==> config.mk <==
export PLATFORM = sky130hd
export DESIGN_NAME = fe_readout_slave
export DESIGN_NICKNAME = d
export VERILOG_FILES = /design/src/rtl/fe_ro_pkg.sv /design/src/rtl/fe_ro_edge.sv /design/src/rtl/fe_ro_frame_sr.sv /design/src/rtl/fe_ro_mon_sel.sv /design/src/rtl/fe_readout_slave.sv
export SDC_FILE = /design/constraint.sdc
export NUM_CORES = 1
export LEC_CHECK = 0
export BUFFER_PORTS_ARGS = -buffer_cell sky130_fd_sc_hd__buf_2
export CAP_MARGIN = 10
export CORE_AREA = 2 2 88 90
export CTS_CLUSTER_DIAMETER = 120
export DETAILED_ROUTE_END_ITERATION = 7
export DIE_AREA = 0 0 90 92
export PLACE_DENSITY_LB_ADDON = 0.3
export SETUP_SLACK_MARGIN = 0.2
export SLEW_MARGIN = 10
export SYNTH_ARGS = -nofsm -noshare
export SYNTH_HDL_FRONTEND = slang
export SYNTH_SLANG_ARGS = --single-unit
==> constraint.sdc <==
create_clock -name clk -period 1.8 [get_ports clk]
set_input_delay 0.27 -clock clk [delete_from_list [all_inputs] [get_ports clk]]
set_output_delay 0.27 -clock clk [all_outputs]
set_load 0.01 [all_outputs]
==> src/rtl/fe_ro_pkg.sv <==
// Shared sizing constants for the front-end readout slave.
package fe_ro_pkg;
    localparam int FE_CH_N   = 32;  // strips per card
    localparam int FE_FOLD_N = 4;   // fold flags
    localparam int FE_CAL_N  = 3;   // calibration inputs for monitoring
    localparam int FE_ID_W   = 8;   // board identifier width
    localparam int FE_ADDR_W = 4;   // chain address width
    localparam int FE_PAD_N  = 3;   // zero pad bits at the frame tail
endpackage

==> src/rtl/fe_ro_edge.sv <==
// Single-strobe edge detector.
// Assumes the strobe is already synchronous to clk. The previous-sample
// register follows its input even during reset, so that the first edge
// after reset is seen exactly as the chain drove it.
module fe_ro_edge #(
    parameter bit FALLING = 1'b0
) (
    input  logic clk,
    input  logic lvl_i,
    output logic edge_o
);
    logic lvl_q;

    // Purpose: remember the strobe level of the previous cycle.
    always_ff @(posedge clk) begin
        lvl_q <= lvl_i;
    end

    generate
        if (FALLING) begin : g_fall
            assign edge_o = lvl_q & ~lvl_i;
        end else begin : g_rise
            assign edge_o = ~lvl_q & lvl_i;
        end
    endgenerate
endmodule

==> src/rtl/fe_ro_frame_sr.sv <==
// Parallel-load, serial-out frame register.
// A load takes priority over a shift. A shift moves the frame toward the
// most significant bit and fills the tail from the serial input.
module fe_ro_frame_sr #(
    parameter int W = 48
) (
    input  logic         clk,
    input  logic         rst_n,
    input  logic         load_i,
    input  logic [W-1:0] word_i,
    input  logic         shift_i,
    input  logic         sin_i,
    output logic         msb_o
);
    logic [W-1:0] sr_q;

    // Purpose: hold, load or advance the latched frame.
    always_ff @(posedge clk) begin
        if (!rst_n) begin
            sr_q <= '0;
        end else if (load_i) begin
            sr_q <= word_i;
        end else if (shift_i) begin
            sr_q <= {sr_q[W-2:0], sin_i};
        end
    end

    assign msb_o = sr_q[W-1];
endmodule

==> src/rtl/fe_ro_mon_sel.sv <==
// Sequential monitor-channel selector.
// Assumes sel_i is high only while this card is addressed in monitor mode.
// The first step after selection enables the card at index 0. Later steps
// advance the index and saturate at N-1. A clear returns the index to 0,
// and deselection drops the enable.
module fe_ro_mon_sel #(
    parameter int N = 40
) (
    input  logic         clk,
    input  logic         rst_n,
    input  logic         sel_i,
    input  logic         step_i,
    input  logic         clr_i,
    input  logic [N-1:0] sigs_i,
    input  logic         min_i,
    output logic         mout_o,
    output logic         last_o
);
    localparam int IW = $clog2(N);
    localparam logic [IW-1:0] IDX_TOP = IW'(N - 1);

    logic          en_q;
    logic [IW-1:0] idx_q;

    // Purpose: update the enable flag and the selected index.
    always_ff @(posedge clk) begin
        if (!rst_n) begin
            en_q  <= 1'b0;
            idx_q <= '0;
        end else if (!sel_i) begin
            en_q  <= 1'b0;
            idx_q <= '0;
        end else if (clr_i) begin
            idx_q <= '0;
        end else if (step_i) begin
            if (!en_q) begin
                en_q  <= 1'b1;
                idx_q <= '0;
            end else if (idx_q != IDX_TOP) begin
                idx_q <= idx_q + 1'b1;
            end
        end
    end

    // Purpose: drive the selected signal or forward the upstream line.
    always_comb begin
        mout_o = (sel_i && en_q) ? sigs_i[idx_q] : min_i;
        last_o = sel_i && en_q && (idx_q == IDX_TOP);
    end
endmodule

==> src/rtl/fe_readout_slave.sv <==
// Front-end readout slave: one card of a daisy chain.
// Assumes all strobes are synchronous to clk and wider than one clk cycle.
// It latches the frame on a trigger, shifts it out when addressed in event
// mode, and steps a monitor selector when addressed in monitor mode.
module fe_readout_slave
    import fe_ro_pkg::*;
#(
    parameter int CH_N   = FE_CH_N,
    parameter int FOLD_N = FE_FOLD_N,
    parameter int CAL_N  = FE_CAL_N,
    parameter int ID_W   = FE_ID_W,
    parameter int ADDR_W = FE_ADDR_W,
    parameter int PAD_N  = FE_PAD_N
) (
    input  logic              clk,
    input  logic              rst_n,
    input  logic [ID_W-1:0]   board_id_i,
    input  logic [ADDR_W-1:0] my_addr_i,
    input  logic [ADDR_W-1:0] addr_i,
    input  logic              mode_evt_i,
    input  logic              trig_i,
    input  logic [CH_N-1:0]   hits_i,
    input  logic [FOLD_N-1:0] fold_i,
    input  logic              tdc_i,
    input  logic [CAL_N-1:0]  cal_i,
    input  logic              sclk_i,
    input  logic              sin_i,
    output logic              sout_o,
    input  logic              mclk_i,
    input  logic              mrst_i,
    input  logic              min_i,
    output logic              mout_o,
    output logic              mon_last_o
);
    localparam int FRAME_W = ID_W + CH_N + FOLD_N + 1 + PAD_N;
    localparam int MON_N   = CH_N + FOLD_N + 1 + CAL_N;

    logic               hit_me;
    logic               sel_evt;
    logic               sel_mon;
    logic               trig_rise;
    logic               sclk_fall;
    logic               mclk_rise;
    logic               frame_msb;
    logic [FRAME_W-1:0] frame_word;
    logic [MON_N-1:0]   mon_sigs;

    // Purpose: decode the broadcast address and mode for this card.
    always_comb begin
        hit_me  = (addr_i == my_addr_i);
        sel_evt = hit_me && mode_evt_i;
        sel_mon = hit_me && !mode_evt_i;
    end

    fe_ro_edge #(.FALLING(1'b0)) u_trig_edge (
        .clk(clk), .lvl_i(trig_i), .edge_o(trig_rise)
    );
    fe_ro_edge #(.FALLING(1'b1)) u_sclk_edge (
        .clk(clk), .lvl_i(sclk_i), .edge_o(sclk_fall)
    );
    fe_ro_edge #(.FALLING(1'b0)) u_mclk_edge (
        .clk(clk), .lvl_i(mclk_i), .edge_o(mclk_rise)
    );

    // Purpose: assemble the frame (leading bit first) and the monitor vector.
    always_comb begin
        frame_word = {board_id_i, hits_i, fold_i, tdc_i, {PAD_N{1'b0}}};
        mon_sigs   = {cal_i, tdc_i, fold_i, hits_i};
    end

    fe_ro_frame_sr #(.W(FRAME_W)) u_frame (
        .clk     (clk),
        .rst_n   (rst_n),
        .load_i  (trig_rise),
        .word_i  (frame_word),
        .shift_i (sel_evt && sclk_fall),
        .sin_i   (sin_i),
        .msb_o   (frame_msb)
    );

    // Purpose: drive this card's frame bit when selected, else bypass.
    always_comb begin
        sout_o = sel_evt ? frame_msb : sin_i;
    end

    fe_ro_mon_sel #(.N(MON_N)) u_mon (
        .clk    (clk),
        .rst_n  (rst_n),
        .sel_i  (sel_mon),
        .step_i (mclk_rise),
        .clr_i  (mrst_i),
        .sigs_i (mon_sigs),
        .min_i  (min_i),
        .mout_o (mout_o),
        .last_o (mon_last_o)
    );
endmodule

## After elaboration in Yosys (flattened, before gate mapping)

Index checks and enable logic that the tools add are counted.

| storage, ports and cells | value |
|---|---|
| register bits after elaboration | 58 |
| input bits | 65 |
| output and inout bits | 3 |
| logic and storage cells | 42 |

| cells by class | value |
|---|---|
| add/subtract/negate cells | 1 |
| $lt $le $gt $ge | 1 |
| eq/ne operators | 4 |
| muxes and demuxes | 8 |
| bitwise logic cells | 9 |
| reductions and logical operators | 12 |

Operator list:

| cell | number |
|---|---|
| $mux W48 | 2 |
| $mux W6 | 2 |
| $lt A6 B7 Y1 const B | 1 |
| $add A6 B1 Y6 const B | 1 |
| $bmux W1 S6 | 1 |
| $eq A6 B6 Y1 const B | 1 |
| $ne A6 B6 Y1 const B | 1 |
| $not A1 Y1 | 6 |
| $reduce_and A2 Y1 | 3 |
| $logic_and A1 B1 Y1 | 5 |
| $eq A4 B4 Y1 | 1 |
| $and A1 B1 Y1 | 3 |
| $mux W1 | 3 |
| $reduce_or A3 Y1 | 1 |
| $ne A2 B2 Y1 const B | 1 |
| $reduce_bool A2 Y1 | 1 |
| $reduce_or A2 Y1 | 1 |
| $logic_not A1 Y1 | 1 |

## Longest topological paths before layout

| depth | value |
|---|---|
| depth in word-level cells | 5 |
| depth in mapped cells | 7 |
| mapped depth without buffers | 5 |

## Cells and area by module

From an unflattened synthesis, not the netlist that was laid out.

| second synthesis, totals | value |
|---|---|
| cells, all modules | 303 |
| area, all modules | 3,372.0 µm² |

Modules (own cells, without submodules):

| module | times used | cells an instance | area an instance (µm²) | sequential area each (µm²) |
|---|---|---|---|---|
| fe_ro_frame_sr | 1 | 212 | 2,464.9 | 960.9 |
| fe_ro_mon_sel | 1 | 75 | 723.2 | 140.1 |
| fe_ro_edge | 3 | 2 | 33.8 | 20.0 |
| fe_readout_slave | 1 | 10 | 82.6 | 0.0 |

## Worst setup path before layout

Ideal clock, no wire load.

| timing path | value |
|---|---|
| kind | input port to output port |
| start point | input my_addr_i[1] |
| end point | output mout_o |
| arrival time | 1.780 ns |
| data required time | 1.530 ns |
| slack | -0.250 ns |
| stages | 5 |
| path buffers | 0 |
| cell sequence | xor2_1 -> nor4_4 -> nand3b_1 -> or4_1 -> o31ai_1 |

| on the way | value |
|---|---|
| cells in the longest elaborated chain, start to end | 4 |

Ends and longest elaborated chain:

| element | line | source |
|---|---|---|
| start: declaration | fe_readout_slave.sv:18 | `input logic [ADDR_W-1:0] my_addr_i,` |
| $eq A4 B4 Y1 | fe_readout_slave.sv:50 | `hit_me = (addr_i == my_addr_i);` |
| $logic_and A1 B1 Y1 | fe_readout_slave.sv:52 | `sel_mon = hit_me && !mode_evt_i;` |
| $logic_and A1 B1 Y1 | fe_ro_mon_sel.sv:47 | `mout_o = (sel_i && en_q) ? sigs_i[idx_q] : min_i;` |
| $mux W1 | fe_ro_mon_sel.sv:47 |  |
| end: declaration | fe_readout_slave.sv:32 | `output logic mout_o,` |

Every way passes these cells.

## Final worst setup path

| timing path | value |
|---|---|
| start point | register u_mon.idx_q[0] |
| end point | output mout_o |

| on the way | value |
|---|---|
| cells in the longest elaborated chain, start to end | 3 |

Ends and longest elaborated chain:

| element | line | source |
|---|---|---|
| start: declaration | fe_ro_mon_sel.sv:23 | `logic [IW-1:0] idx_q;` |
| start signal: assignment | fe_ro_mon_sel.sv:40 | `idx_q <= idx_q + 1'b1;` |
| $bmux W1 S6 | fe_ro_mon_sel.sv:47 |  |
| $mux W1 (not written as such) | fe_ro_mon_sel.sv:47 |  |
| $mux W1 | fe_ro_mon_sel.sv:47 |  |

Every way passes these cells. The select of a mux whose other input is x is not followed.

==> impl_metrics.toml <==
[drt]
vias = 2475
drtIter0Drc = 124
drtPass1Iterations = 4
routed_via_density = 5.11
routedWlPerCell_um = 15.3
routed_wl_mm = 7.38
ant_nets = 0
drc = 0

[setup_path]
endpoint_kind = "output port"
path_max_fanout = 7
r2r_slack_ps = 380
path_class = "reg2out"
required_ps = 1530
arrival_ps = 2080
cp-start-kind = "register"

[pwr]
cellLeakagePower_nw = 1.87
p_per_area_nw_per_um2 = 748
vdd_drop_max_v = 0.000525

[floorplanning]
ioPinCount = 68
die_y_um = 92
fp-row-count = 32
dieArea_um2 = 8280
fp.coreArea_um2 = 7450
dieWidth_um = 90
floorplan.initialDensity = 0.383

[synthesis]
syn_area_um2 = 2850
syn_area_per_cell_um2 = 9.77
ys_ff_latch = 58
yosys_warnings = 0
synth-seq-area-share = 0.407
synthTopCellsByArea = "dfxtp_1, mux2i_1, a21oi_1"
yosysTopAreaCellShare = 0.407
synth_top_cell_by_area = "dfxtp_1"
synthCells = 292
yosysUniqueCellTypes = 32
syn_nets = 358

[clock_tree]
clock_latency_ps = 340
htree_levels = 3
clockBufferDepth = 2
cts_tree = "built"
clockRootBuffer = "clkbuf_8"
clk_pin_slew_worst_paths_ps = 60
cts_made_buffers = 9
numClockSinks = 58

[global_route]
busiest_layer = "met2"
track_usage = 0.173
grt_pass1_vias = 2409
antenna_found_initial = 0
grt.overflow.total = 0
grt_pass1_wl_mm = 11.2
grtUsageMet1 = 0.202
met2_usage = 0.296
grt_max_degree = 92
grtUsageMet3 = 0.0600

[timing]
fmax_mhz = 425
setup_tns_ps = -551
slew_headroom = 0.745
post-route-worst-setup-slack_ps = -551
tightest_slew_ps = 382
setup_violations = 1
period_share = 1.31
min_period_ps = 2350
slew_viol_final = 0
hold_violations = 0
whs_ps = 44.8
rsz0062_at_grt = "yes"
clock_skew_ps = 6.32

[cells_and_area]
regArea_um2 = 1170
fin_area_um2 = 3950
syn_to_final_growth_pct = 38.6
fin_nets = 443
fin_util = 0.531
drive_above_1_share = 0.372
n_antenna_cell = 0
fill_cells = 714
multi_input_area_um2 = 1710
final_cells = 484

[placed_design]
dp_hpwl_mm = 4.72
gp_routability_congestion = 0.807
place_area_um2 = 3450
port_buffers = 67
place_inst = 458

[worst_hold_path]
hp-class = "in2reg"

[status]
violations = "negative setup slack"
status = "finished with violations"

[flow_run]
maxCapViolCount = 0
-- logic make-up after synthesis --
| kind of cell | share of synthesized area |
|---|---|
| AND/OR/NAND/NOR | 0.0842 |
| AO/OA/AOI/OAI | 0.178 |
| XOR/XNOR | 0.0246 |
| buffers and inverters | 0.0369 |
| multiplexers | 0.265 |
| flip-flops | 0.407 |
| adder cells (fa/ha/maj) | 0.00439 |
-- metal layers --
layer | part of all wire | vias up
met5 | 0 | -
met4 | 0.012 | 0
met3 | 0.044 | 7
met2 | 0.50 | 59
met1 | 0.45 | 1157
li1 | - | 1252
-- registers in the layout, indices dropped and copies added (netlist names) --
register           cells
u_frame.sr_q          48
u_mclk_edge.lvl_q      1
u_mon.en_q             1
u_mon.idx_q            6
u_sclk_edge.lvl_q      1
u_trig_edge.lvl_q      1
-- cells in the mapped netlist (all sizes together) --
library cell	instances
buf	7
and3	2
ha	1
xor2	8
mux2i	53
a211oi	1
o311a	1
nor4	1
nand4bb	1
a41oi	1
or4	1
nor4bb	1
clkbuf	17
nor4b	1
nand3	1
nor2	11
a21oi	47
nand4	3
nor2b	2
mux4	9
o21ai	46
nand2b	6
o21bai	1
o31ai	1
mux2	2
dfxtp	58
nand2	4
nand3b	3
nand4b	1
nor3b	1
-- repair_timing --
item	in CTS	in global routing
pin swaps	6	31
cloned	0	7
resized for setup	20	14
hold buffers	0	0
setup buffers	1	2
endpoints found under the setup margin	7	54
-- stage by stage --
step	setup slack [ps]	power [mW]
floorplan	-143	1.60
global placement	-410	1.73
detailed placement	-416	1.74
CTS	-563	2.97
global route	-624	3.09
finish	-551	2.95
-- cell usage in the layout, fill, tap and decap left out, drive strengths merged, types with 3 or more instances in the layout --
cell,Yosys,routed
buf,7,94
dfxtp,58,58
mux2i,53,53
a21oi,47,47
o21ai,46,46
clkbuf,17,15
nor2,11,11
mux4,9,9
xor2,8,8
nand2b,6,6
nand2,4,4
nand3b,3,3
nand4,3,3
clkinv,0,3
-- cell type report --
cell class	instances	area share
well taps	102	0.0323
clock inverters	5	0.0133
flip-flops and latches	58	0.296
multi-input cells	210	0.432
repair buffers	98	0.188
clock buffers	11	0.0383
-- critical path: stages, from the launching register on --
cell      delay, ps
dfxtp_4         380
buf_4           140
mux4_2          330
nor4bb_1         50
or4_4           420
o31ai_4         250
buf_2           170
-- worst paths after layout --
check / from / endpoint / cells after the start
worst max-delay path: u_mon.idx_q[0] / mout_o / 6
worst min-delay path: sclk_i / u_sclk_edge.lvl_q / 1
worst max register to register: u_mon.idx_q[0] / u_mon.idx_q[2] / 6
worst min register to register: u_frame.sr_q[1] / u_frame.sr_q[2] / 2
-- power by group --
group | internal (mW) | switching (mW) | total [mW]
clock | 0.706 | 0.515 | 1.22
sequential | 1.35 | 0.0369 | 1.39
combinational | 0.178 | 0.166 | 0.344
total | 2.24 | 0.717 | 2.95
(Power assumes the default switching activity.)
